### config.mk
export PLATFORM = sky130hd
export DESIGN_NAME = pot_cmd_decoder
export DESIGN_NICKNAME = d
export VERILOG_FILES = /design/src/rtl/pot_cmd_pkg.sv /design/src/rtl/pot_line_sync.sv /design/src/rtl/pot_bus_events.sv /design/src/rtl/pot_byte_check.sv /design/src/rtl/pot_cmd_decoder.sv
export SDC_FILE = /design/constraint.sdc
export NUM_CORES = 1
export LEC_CHECK = 0
export BUFFER_PORTS_ARGS = -buffer_cell sky130_fd_sc_hd__buf_4
export CORE_ASPECT_RATIO = 1.25
export CORE_MARGIN = 3
export CORE_UTILIZATION = 58
export DETAILED_ROUTE_END_ITERATION = 8
export PLACE_DENSITY = 0.8
export SLEW_MARGIN = 0
export SYNTH_ARGS = -nofsm -noshare
export SYNTH_HDL_FRONTEND = slang
export SYNTH_HIERARCHICAL = 1
export SYNTH_SLANG_ARGS = --single-unit
### constraint.sdc
create_clock -name clk -period 3.6 [get_ports clk]
set_input_delay 0.36 -clock clk [delete_from_list [all_inputs] [get_ports clk]]
set_output_delay 0.36 -clock clk [all_outputs]
set_load 0.1 [all_outputs]
### src/rtl/pot_cmd_pkg.sv
package pot_cmd_pkg;

    localparam int BYTE_W = 8;

    typedef enum logic [3:0] {
        S_IDLE,
        S_ADDR,
        S_ADDR_ACK,
        S_INSTR,
        S_INSTR_ACK,
        S_WDATA,
        S_WDATA_ACK,
        S_RDATA,
        S_RD_MACK,
        S_WAIT_STOP,
        S_STEP
    } dec_state_t;

    typedef enum logic [2:0] {
        OP_NONE,
        OP_RD_WIPER,
        OP_WR_WIPER,
        OP_RD_DATA,
        OP_WR_DATA,
        OP_LOAD,
        OP_SAVE,
        OP_STEP
    } op_t;

    localparam logic [2:0] KIND_WR_WIPER = 3'd1;
    localparam logic [2:0] KIND_WR_DATA  = 3'd2;
    localparam logic [2:0] KIND_LOAD     = 3'd3;
    localparam logic [2:0] KIND_SAVE     = 3'd4;
    localparam logic [2:0] KIND_STEP_UP  = 3'd5;
    localparam logic [2:0] KIND_STEP_DN  = 3'd6;

    function automatic op_t opcode_to_op(input logic [3:0] code);
        op_t r;
        case (code)
            4'b1001: r = OP_RD_WIPER;
            4'b1010: r = OP_WR_WIPER;
            4'b1011: r = OP_RD_DATA;
            4'b1100: r = OP_WR_DATA;
            4'b1101: r = OP_LOAD;
            4'b1110: r = OP_SAVE;
            4'b0010: r = OP_STEP;
            default: r = OP_NONE;
        endcase
        return r;
    endfunction

endpackage

### src/rtl/pot_line_sync.sv
module pot_line_sync #(
    parameter int WIDTH  = 2,
    parameter int STAGES = 2
) (
    input  logic             clk,
    input  logic             rst_n,
    input  logic [WIDTH-1:0] din,
    output logic [WIDTH-1:0] dout
);
    logic [STAGES-1:0][WIDTH-1:0] chain;

    always_ff @(posedge clk or negedge rst_n) begin
        if (!rst_n) begin
            chain <= '1;
        end else begin
            chain[0] <= din;
            for (int i = 1; i < STAGES; i++) begin
                chain[i] <= chain[i-1];
            end
        end
    end

    assign dout = chain[STAGES-1];
endmodule

### src/rtl/pot_bus_events.sv
module pot_bus_events (
    input  logic clk,
    input  logic rst_n,
    input  logic scl_s,
    input  logic sda_s,
    output logic scl_rise,
    output logic scl_fall,
    output logic start_ev,
    output logic stop_ev
);
    logic scl_q;
    logic sda_q;

    always_ff @(posedge clk or negedge rst_n) begin
        if (!rst_n) begin
            scl_q <= 1'b1;
            sda_q <= 1'b1;
        end else begin
            scl_q <= scl_s;
            sda_q <= sda_s;
        end
    end

    assign scl_rise = scl_s & ~scl_q;
    assign scl_fall = ~scl_s & scl_q;
    assign start_ev = scl_s & scl_q & sda_q & ~sda_s;
    assign stop_ev  = scl_s & scl_q & ~sda_q & sda_s;
endmodule

### src/rtl/pot_byte_check.sv
module pot_byte_check
    import pot_cmd_pkg::*;
#(
    parameter logic [3:0] DEV_TYPE = 4'b0101,
    parameter int         DATA_W   = 6
) (
    input  logic [BYTE_W-1:0] rx_byte,
    input  logic [2:0]        strap,
    output logic              addr_ok,
    output logic              instr_ok,
    output logic              data_ok,
    output op_t               op
);
    localparam int PAD_W = BYTE_W - DATA_W;

    always_comb begin
        addr_ok = (rx_byte[7:4] == DEV_TYPE) && (rx_byte[3] == strap[2]) &&
                  (rx_byte[2] == strap[1]) && !rx_byte[1] &&
                  (rx_byte[0] == strap[0]);
        op       = opcode_to_op(rx_byte[7:4]);
        instr_ok = (op != OP_NONE) && (rx_byte[1:0] == 2'b00);
        data_ok  = (rx_byte[BYTE_W-1 -: PAD_W] == '0);
    end
endmodule

### src/rtl/pot_cmd_decoder.sv
module pot_cmd_decoder
    import pot_cmd_pkg::*;
#(
    parameter logic [3:0] DEV_TYPE    = 4'b0101,
    parameter int         DATA_W      = 6,
    parameter int         PTR_W       = 2,
    parameter int         SYNC_STAGES = 2
) (
    input  logic              clk,
    input  logic              rst_n,
    input  logic              scl_in,
    input  logic              sda_in,
    output logic              sda_pull,
    input  logic [2:0]        strap,
    input  logic              nv_busy,
    output logic              rd_wiper,
    output logic [PTR_W-1:0]  rd_ptr,
    input  logic [DATA_W-1:0] rd_data,
    output logic              cmd_valid,
    output logic [2:0]        cmd_kind,
    output logic [PTR_W-1:0]  cmd_ptr,
    output logic [DATA_W-1:0] cmd_data
);
    localparam int CNT_W   = $clog2(BYTE_W + 1);
    localparam int PAD_W   = BYTE_W - DATA_W;
    localparam int PTR_LSB = 2;
    localparam logic [CNT_W-1:0] FULL_CNT = CNT_W'(BYTE_W);
    localparam logic [CNT_W-1:0] LAST_TX  = CNT_W'(BYTE_W - 1);

    // line synchronisation and bus conditions
    logic [1:0] lines_s;
    logic       scl_s, sda_s;
    logic       scl_rise, scl_fall, start_ev, stop_ev;

    pot_line_sync #(.WIDTH(2), .STAGES(SYNC_STAGES)) u_sync (
        .clk  (clk),
        .rst_n(rst_n),
        .din  ({scl_in, sda_in}),
        .dout (lines_s)
    );
    assign scl_s = lines_s[1];
    assign sda_s = lines_s[0];

    pot_bus_events u_events (
        .clk     (clk),
        .rst_n   (rst_n),
        .scl_s   (scl_s),
        .sda_s   (sda_s),
        .scl_rise(scl_rise),
        .scl_fall(scl_fall),
        .start_ev(start_ev),
        .stop_ev (stop_ev)
    );

    // state and datapath registers
    dec_state_t          state, nxt;
    logic [BYTE_W-1:0]   rx_byte;
    logic [BYTE_W-1:0]   tx_byte, tx_nxt;
    logic [CNT_W-1:0]    bit_cnt;
    op_t                 op_q;
    logic [PTR_W-1:0]    ptr_q;
    logic                step_dir, step_armed;

    logic addr_ok, instr_ok, data_ok;
    op_t  dec_op;

    pot_byte_check #(.DEV_TYPE(DEV_TYPE), .DATA_W(DATA_W)) u_check (
        .rx_byte (rx_byte),
        .strap   (strap),
        .addr_ok (addr_ok),
        .instr_ok(instr_ok),
        .data_ok (data_ok),
        .op      (dec_op)
    );

    logic byte_done;
    assign byte_done = scl_fall && (bit_cnt == FULL_CNT);

    // next-state logic
    always_comb begin
        nxt = state;
        if (start_ev) begin
            nxt = S_ADDR;
        end else if (stop_ev) begin
            nxt = S_IDLE;
        end else begin
            unique case (state)
                S_IDLE:      nxt = S_IDLE;
                S_ADDR:      if (byte_done) nxt = (addr_ok && !nv_busy) ? S_ADDR_ACK : S_IDLE;
                S_ADDR_ACK:  if (scl_fall) nxt = S_INSTR;
                S_INSTR:     if (byte_done) nxt = instr_ok ? S_INSTR_ACK : S_IDLE;
                S_INSTR_ACK: if (scl_fall) begin
                    case (op_q)
                        OP_WR_WIPER, OP_WR_DATA: nxt = S_WDATA;
                        OP_RD_WIPER, OP_RD_DATA: nxt = S_RDATA;
                        OP_STEP:                 nxt = S_STEP;
                        default:                 nxt = S_WAIT_STOP;
                    endcase
                end
                S_WDATA:     if (byte_done) nxt = data_ok ? S_WDATA_ACK : S_IDLE;
                S_WDATA_ACK: if (scl_fall) nxt = S_WAIT_STOP;
                S_RDATA:     if (scl_fall && bit_cnt == LAST_TX) nxt = S_RD_MACK;
                S_RD_MACK:   if (scl_fall) nxt = S_WAIT_STOP;
                S_WAIT_STOP: nxt = S_WAIT_STOP;
                S_STEP:      nxt = S_STEP;
                default:     nxt = S_IDLE;
            endcase
        end
    end

    // transmit shifter next value
    always_comb begin
        tx_nxt = tx_byte;
        if (!start_ev && !stop_ev) begin
            if (state == S_INSTR_ACK && nxt == S_RDATA) begin
                tx_nxt = {{PAD_W{1'b0}}, rd_data};
            end else if (state == S_RDATA && scl_fall) begin
                tx_nxt = {tx_byte[BYTE_W-2:0], 1'b0};
            end
        end
    end

    // state register and datapath
    always_ff @(posedge clk or negedge rst_n) begin
        if (!rst_n) begin
            state      <= S_IDLE;
            rx_byte    <= '0;
            tx_byte    <= '0;
            bit_cnt    <= '0;
            op_q       <= OP_NONE;
            ptr_q      <= '0;
            step_dir   <= 1'b0;
            step_armed <= 1'b0;
        end else begin
            state   <= nxt;
            tx_byte <= tx_nxt;
            if (start_ev || stop_ev) begin
                bit_cnt    <= '0;
                step_armed <= 1'b0;
                if (start_ev) op_q <= OP_NONE;
            end else begin
                case (state)
                    S_ADDR, S_INSTR, S_WDATA: begin
                        if (scl_rise && bit_cnt != FULL_CNT) begin
                            rx_byte <= {rx_byte[BYTE_W-2:0], sda_s};
                            bit_cnt <= bit_cnt + CNT_W'(1);
                        end
                        if (state == S_INSTR && nxt == S_INSTR_ACK) begin
                            op_q  <= dec_op;
                            ptr_q <= rx_byte[PTR_LSB +: PTR_W];
                        end
                    end
                    S_ADDR_ACK, S_INSTR_ACK, S_WDATA_ACK, S_RD_MACK: begin
                        if (scl_fall) bit_cnt <= '0;
                    end
                    S_RDATA: begin
                        if (scl_fall) bit_cnt <= bit_cnt + CNT_W'(1);
                    end
                    S_STEP: begin
                        if (scl_rise) begin
                            step_dir   <= sda_s;
                            step_armed <= 1'b1;
                        end else if (scl_fall) begin
                            step_armed <= 1'b0;
                        end
                    end
                    default: ;
                endcase
            end
        end
    end

    // command and pull-down decisions
    logic       fire;
    logic [2:0] fire_kind;
    logic       pull_nxt;

    always_comb begin
        fire      = 1'b0;
        fire_kind = '0;
        if (stop_ev && state == S_WAIT_STOP && (op_q == OP_LOAD || op_q == OP_SAVE)) begin
            fire      = 1'b1;
            fire_kind = (op_q == OP_LOAD) ? KIND_LOAD : KIND_SAVE;
        end else if (!start_ev && !stop_ev && state == S_WDATA && nxt == S_WDATA_ACK) begin
            fire      = 1'b1;
            fire_kind = (op_q == OP_WR_WIPER) ? KIND_WR_WIPER : KIND_WR_DATA;
        end else if (!start_ev && !stop_ev && state == S_STEP && scl_fall && step_armed) begin
            fire      = 1'b1;
            fire_kind = step_dir ? KIND_STEP_UP : KIND_STEP_DN;
        end
        pull_nxt = (nxt == S_ADDR_ACK) || (nxt == S_INSTR_ACK) || (nxt == S_WDATA_ACK) ||
                   ((nxt == S_RDATA) && !tx_nxt[BYTE_W-1]);
    end

    // output register
    always_ff @(posedge clk or negedge rst_n) begin
        if (!rst_n) begin
            sda_pull  <= 1'b0;
            cmd_valid <= 1'b0;
            cmd_kind  <= '0;
            cmd_ptr   <= '0;
            cmd_data  <= '0;
        end else begin
            sda_pull  <= pull_nxt;
            cmd_valid <= fire;
            if (fire) begin
                cmd_kind <= fire_kind;
                cmd_ptr  <= ptr_q;
                cmd_data <= (state == S_WDATA) ? rx_byte[DATA_W-1:0] : '0;
            end
        end
    end

    assign rd_wiper = (op_q == OP_RD_WIPER);
    assign rd_ptr   = ptr_q;

    // assertions
    assert_pull_owner_R11: assert property (@(posedge clk) disable iff (!rst_n)
        sda_pull |-> (state inside {S_ADDR_ACK, S_INSTR_ACK, S_WDATA_ACK, S_RDATA}));

    assert_busy_nack_R3: assert property (@(posedge clk) disable iff (!rst_n)
        (state == S_ADDR && byte_done && nv_busy) |=> (state != S_ADDR_ACK));

    assert_bad_instr_idle_R4: assert property (@(posedge clk) disable iff (!rst_n)
        (state == S_INSTR && byte_done && !instr_ok) |=> (state == S_IDLE && !sda_pull));

    assert_cmd_single_R5: assert property (@(posedge clk) disable iff (!rst_n)
        cmd_valid |=> !cmd_valid);

    assert_read_silent_R7: assert property (@(posedge clk) disable iff (!rst_n)
        (state inside {S_RDATA, S_RD_MACK}) |-> !cmd_valid);

    assert_step_on_fall_R8: assert property (@(posedge clk) disable iff (!rst_n)
        (cmd_valid && (cmd_kind == KIND_STEP_UP || cmd_kind == KIND_STEP_DN)) |-> $past(scl_fall));

    assert_start_restart_R10: assert property (@(posedge clk) disable iff (!rst_n)
        start_ev |=> (state == S_ADDR && bit_cnt == '0));
endmodule

* Word level (Yosys, flattened, before mapping)
Cells that the tools add are included.
** Word-level totals
- Logic and storage cells :: 163
- Output and inout bits :: 16
- Input port bits :: 14
- Register bits :: 50
** Operators by class
- Muxes and demuxes :: 41
- Bitwise logic cells :: 12
- Reductions and logical operators :: 52
- Add/subtract/negate cells :: 1
- Equal/unequal tests :: 39
** Operators by type and width (count)
- 4-bit two-way mux :: 13
- 4-bit equality test (second input constant) :: 10
- 4-bit by 3-bit equality test with 1-bit output (second input constant) :: 9
- 4-bit case mux with 9 select lines :: 1
- 3-bit two-way mux :: 10
- 8-bit two-way mux :: 3
- 4-bit case mux with 3 select lines :: 2
- 1-bit logical AND :: 21
- 3-bit case mux with 7 select lines :: 1
- 4-bit by 2-bit equality test with 1-bit output (second input constant) :: 4
- 3-bit equality test (second input constant) :: 4
- 3-bit AND reduction :: 4
- 2-bit nonzero test :: 4
- 1-bit bitwise AND :: 7
- 1-bit two-way mux :: 7
- 3-bit by 2-bit equality test with 1-bit output (second input constant) :: 2
- 2-bit two-way mux :: 3
- 6-bit two-way mux :: 1
- 3-bit != test (second input constant) :: 2
- 3-bit nonzero test :: 2
- 2-bit OR reduction :: 3
- 1-bit zero test :: 5
- 1-bit logical OR :: 5
- 1-bit NOT :: 5
- 13 further kinds :: 17

* Logic depth before layout (Yosys ltp)
- Word-level depth :: 18
- Depth in mapped cells :: 11
- Gate-level depth less buffers :: 9

* Modules after synthesis
The synthesis kept the hierarchy.
** Modules (own cells, without submodules)
- pot_cmd_decoder :: seq. area each 1101.1 um^2, cells an instance 238, area each 2464.9 um^2, times used 1
- pot_byte_check :: seq. area each 0.0 um^2, cells an instance 20, area each 135.1 um^2, times used 1
- pot_line_sync :: seq. area each 105.1 um^2, cells an instance 6, area each 120.1 um^2, times used 1
- pot_bus_events :: seq. area each 52.6 um^2, cells an instance 6, area each 85.1 um^2, times used 1

* Worst setup path before layout
OpenSTA, ideal clock, no wires.
- Path type :: register to register
- From :: reg rx_byte[5]
- To :: reg cmd_ptr[0]
- Cell stages (with the launch flop) :: 8
- Clock period less this slack :: 2.700 ns
- Setup slack :: 0.900 ns
- Arrival time :: 2.574 ns
- Path through :: dfrtp_1 -> or4_1 -> nor4_2 -> or3b_4 -> a2111oi_4 -> a211oi_2 -> o221ai_4 -> mux2_4
** On the way
- Word-level cells in the longest chain between the ends :: 15
** Ends and longest elaborated chain
- start: declaration :: line pot_cmd_decoder.sv:57 : logic [BYTE_W-1:0] rx_byte;
- start signal: assignment :: line pot_cmd_decoder.sv:145 : rx_byte <= {rx_byte[BYTE_W-2:0], sda_s};
- 4-bit by 3-bit equality test with 1-bit output :: line pot_byte_check.sv:17 : addr_ok = (rx_byte[7:4] == DEV_TYPE) && (rx_byte[3] == strap[2]) &&
- 1-bit logical AND (2 in a row) :: line pot_byte_check.sv:17
- 1-bit logical AND (2 in a row) :: line pot_byte_check.sv:18 : (rx_byte[2] == strap[1]) && !rx_byte[1] &&
- named net addr_ok :: line pot_cmd_decoder.sv:64 : logic addr_ok, instr_ok, data_ok;
- 1-bit logical AND :: line pot_cmd_decoder.sv:89 : S_ADDR: if (byte_done) nxt = (addr_ok && !nv_busy) ? S_ADDR_ACK : S_IDLE;
- 2-bit two-way mux :: line pot_cmd_decoder.sv:89
- 4-bit two-way mux :: line pot_cmd_decoder.sv:89
- 4-bit case mux with 9 select lines :: line pot_cmd_decoder.sv:87 : unique case (state)
- 4-bit two-way mux :: line pot_cmd_decoder.sv:84 : end else if (stop_ev) begin
- 4-bit two-way mux :: line pot_cmd_decoder.sv:82 : if (start_ev) begin
- 4-bit by 3-bit equality test with 1-bit output :: line pot_cmd_decoder.sv:184 : end else if (!start_ev && !stop_ev && state == S_WDATA && nxt == S_WDATA_ACK) begin
- 1-bit logical AND :: line pot_cmd_decoder.sv:184
- 1-bit two-way mux :: line pot_cmd_decoder.sv:184
- 1-bit two-way mux :: line pot_cmd_decoder.sv:181 : if (stop_ev && state == S_WAIT_STOP && (op_q == OP_LOAD || op_q == OP_SAVE)) begin
- end signal: assignment :: line pot_cmd_decoder.sv:208 : cmd_ptr <= ptr_q;
- end: declaration :: line pot_cmd_decoder.sv:21 : output logic [PTR_W-1:0] cmd_ptr,
The timed path passes the listed nets, and every way through them passes these cells.
A chain may end at the register's enable or synchronous reset.

* Worst setup path in the final report
- From :: reg rx_byte[4]
- To :: reg cmd_ptr[0]
The elaborated chain is that of the path after synthesis.

==> flow_metrics.tcl <==
set metrics [dict create \
    outcome "complete, no violations" \
    synth_cells 270 \
    slew_headroom 0.507 \
    max_freq_mhz 325 \
    clock-sinks 50 \
    ir_drop_mv 0.352 \
    yosys_register_bits 50 \
    hold_buffers 0 \
    start_util 0.620 \
    drt_pre_antenna_iters 4 \
    cts_resized 0 \
    gp_congestion 0.915 \
    rr_startpoint "rx_byte[4]$_DFFE_PN0P_" \
    htree_num_levels 2 \
    post_drt_wl_per_cell_um 17.0 \
    grt_max_degree 51 \
    synthArstFlopShare 1.00 \
    p_per_area_nw_per_um2 334 \
    ys_seq_area_frac 0.449 \
    slew_viol_final 0 \
    critical_path.max_fanout 18 \
    grt_pass1_wl_um 10200 \
    fin_crit_sh 0.855 \
    drc 0 \
    critPathArrivalTime_ns 3.27 \
    tritoncts "done" \
    worst_slew_pin_slew_ns 0.739 \
    numPortBuffers 29 \
    critPathMaxStageDelay_ns 0.53 \
    maxCapViolCount 0 \
    synth_edf_count 0 \
    tns_ns 0 \
    synthFlopType "dfrtp_1" \
    final_cells 352 \
    fin_crit_ns 3.08 \
    postCtsSetupBuffers 0 \
    finalInstanceArea_um2 3100 \
    rsz0062_at_grt "false" \
    antenna_found_initial 0 \
    coreArea_um2 4530 \
    finish.utilization 0.686 \
    die_y_um 83.8 \
    r2r_cells 8 \
    cp-start-kind "flip-flop" \
    grtUsageTotal 0.233 \
    cts_root_buffer "clkbuf_8" \
    routed-via-count 2159 \
    synth_warnings 6 \
    postRouteAntennaNets 0 \
    r2r_slack_ns 0.52 \
    io_pins 30 \
    timing.rr.end "cmd_ptr[0]$_DFFE_PN0P_" \
    gr-total-overflow 0 \
    dr.first_iter.drc_count 206 \
    viasPerCell 6.13 \
    worstPathCellList "nand2_1, or4_1, nor4_2, or3b_4, a2111oi_4, a211oi_2, o221ai_4, mux2_4" \
    synthDistinctLibCells 70 \
    hp-class "primary input to async pin" \
    criticalPathCategory "flip-flop to flip-flop" \
    die_area_um2 5710 \
    crit_required_ns 3.80 \
    clock_path_buffers 2 \
    finalHoldViolCount 0 \
    fin_nets 309 \
    drive_above_1_share 0.272 \
    syn_nets 286 \
    insertion_delay_ns 0.30 \
    dieWidth_um 68.2 \
    dp_hpwl_um 4380 \
    crit_slowest_cell "o221ai_4" \
    syn2layout_area_growth_pct 10.7 \
    grt_pass1_vias 2182 \
    syn_area_per_cell_um2 10.4 \
    routed_wirelength_um 5970 \
    leakage_nw 1.29 \
    end_kind "flip-flop" \
    setup_violations 0 \
    synth_area_um2 2810 \
    finClkSkew_ns 0.00766 \
    worst-path-buf-inv 0 \
    crit_family "simple AND/OR/NAND/NOR gates" \
    rows 27 \
    place_area_um2 3010 \
    antenna_cells 0 \
    cts_buffers 5 \
    post-place-cells 344 \
    clkTransAtPathRegs_ns 0.10 \
]
==> flip-flops by register name (all words and copies together) (netlist names) <==
register / count
u_events/scl_q: 1
bit_cnt: 4
state: 4
rx_byte: 8
sda_pull: 1
cmd_ptr: 2
cmd_valid: 1
step_armed: 1
cmd_kind: 3
op_q: 3
tx_byte: 8
rd_ptr: 2
u_sync/chain: 2
step_dir: 1
cmd_data: 6
u_sync/dout: 2
u_events/sda_q: 1
==> metrics by stage <==
stage	total power [mW]	setup WS, ns	hold slack (ns)
after CTS	1.04	0.522	0.0836
after floorplan	0.672	0.900	0.0644
after detailed placement	0.716	0.547	0.351
after global placement	0.711	0.617	0.346
after global routing	1.08	0.349	0.0871
final	1.04	0.521	0.0516
==> final cells by class <==
cell class / instances / area (um2)
fillers: 368 / 1420
multi-input cells: 191 / 1400
flip-flops and latches: 50 / 1260
repair buffers: 31 / 233
well taps: 58 / 72.6
clock buffers: 5 / 68.8
inverters: 14 / 52.6
clock inverters: 3 / 22.5
==> worst register-to-register path, delay by kind of cell, from the launching register on <==
family	cells	cell delay, ns
compound gates	3	1.02
simple gates	4	1.10
flops	1	0.52
mux	1	0.35
==> synth_stat cells, drive strengths merged (2+ instances only) <==
cell type | count | area (um2)
dfrtp | 44 | 1100
nand4b | 3 | 26.3
mux2i | 6 | 60.1
inv | 14 | 52.6
and3 | 2 | 12.5
nor4 | 2 | 18.8
nand2b | 10 | 62.6
nand4 | 3 | 33.8
nor2 | 14 | 55.1
ha | 2 | 25.0
xor2 | 3 | 26.3
and4b | 4 | 40.0
buf | 14 | 93.8
a2111oi | 2 | 42.5
mux2 | 16 | 188
a31o | 2 | 17.5
nand2 | 24 | 90.1
a21oi | 8 | 40.0
nand3b | 3 | 22.5
o2bb2ai | 2 | 17.5
o21ai | 17 | 88.8
nand3 | 10 | 55.1
nor3 | 10 | 55.1
o21a | 3 | 22.5
o32ai | 2 | 17.5
or2 | 2 | 12.5
o311ai | 2 | 17.5
nor2b | 9 | 56.3
nor4b | 2 | 17.5
o221ai | 3 | 50.1
o211ai | 2 | 15.0
a211oi | 2 | 20.0
dfstp | 6 | 158
==> layout by cell type (no fill, tap or decap), types with 2 or more instances in the layout <==
cell       synthesis  routed
clkbuf_8           0       5
xor2_1             3       3
nor2b_1            9       9
mux2_2            14      14
nor2_1            13      13
or2_2              2       2
nand4_1            2       2
and4b_1            4       4
dfrtp_1           44      44
nand3b_1           3       3
inv_1             14      14
nand2_1           24      24
nor4b_1            2       2
and3_1             2       2
dfstp_2            6       6
nor3_1             9       9
nand4b_1           3       3
buf_4              3      31
o21ai_0           16      16
mux2_4             2       2
o21a_1             3       3
o32ai_1            2       2
inv_6              0       2
a21oi_1            8       8
o211ai_1           2       2
o2bb2ai_1          2       2
mux2i_1            6       6
a31o_2             2       2
nand3_1            9       9
ha_1               2       2
nand2b_1          10      10
==> per-layer routing <==
metal  wire, um  track usage  vias to the layer above
met5          0            0                        -
met4        203        0.118                        0
met3        246       0.0418                       16
met2       3140        0.382                       56
met1       2380        0.285                     1062
li1           -            -                     1025
==> worst max-delay path by stage <==
stage / startpoint / endpoint / slack (ns) / cells after the start
6_report: rx_byte[4]$_DFFE_PN0P_ / cmd_ptr[0]$_DFFE_PN0P_ / 0.52 / 8
5_1_grt: rx_byte[4]$_DFFE_PN0P_ / cmd_ptr[0]$_DFFE_PN0P_ / 0.35 / 8
4_1_cts: rx_byte[4]$_DFFE_PN0P_ / cmd_ptr[0]$_DFFE_PN0P_ / 0.52 / 8
3_5_place_dp: rx_byte[4]$_DFFE_PN0P_ / cmd_ptr[1]$_DFFE_PN0P_ / 0.55 / 8
3_3_place_gp: rx_byte[5]$_DFFE_PN0P_ / cmd_ptr[1]$_DFFE_PN0P_ / 0.62 / 7
2_1_floorplan: rx_byte[5]$_DFFE_PN0P_ / cmd_ptr[0]$_DFFE_PN0P_ / 0.90 / 7
==> power breakdown <==
group,internal [mW],switching [mW],leakage (nW),total (mW)
registers,0.586,0.0280,0.631,0.614
logic,0.0427,0.0474,0.605,0.0901
clock network,0.141,0.191,0.0489,0.332
==> cells by family (layout without fill, tap and decap cells) <==
| logic type | Yosys count | count (layout) | synth area share |
|---|---|---|---|
| muxes | 22 | 22 | 0.0883 |
| AOI/OAI and AO/OA | 58 | 58 | 0.166 |
| and+or+nand+nor | 105 | 105 | 0.222 |
| buffers and inverters | 29 | 53 | 0.0535 |
| xor gates and xnor gates | 4 | 4 | 0.0125 |
| DFF | 50 | 50 | 0.449 |
| adders and majority gates | 2 | 2 | 0.00892 |
Note: power is estimated with default switching activity, not from simulation.
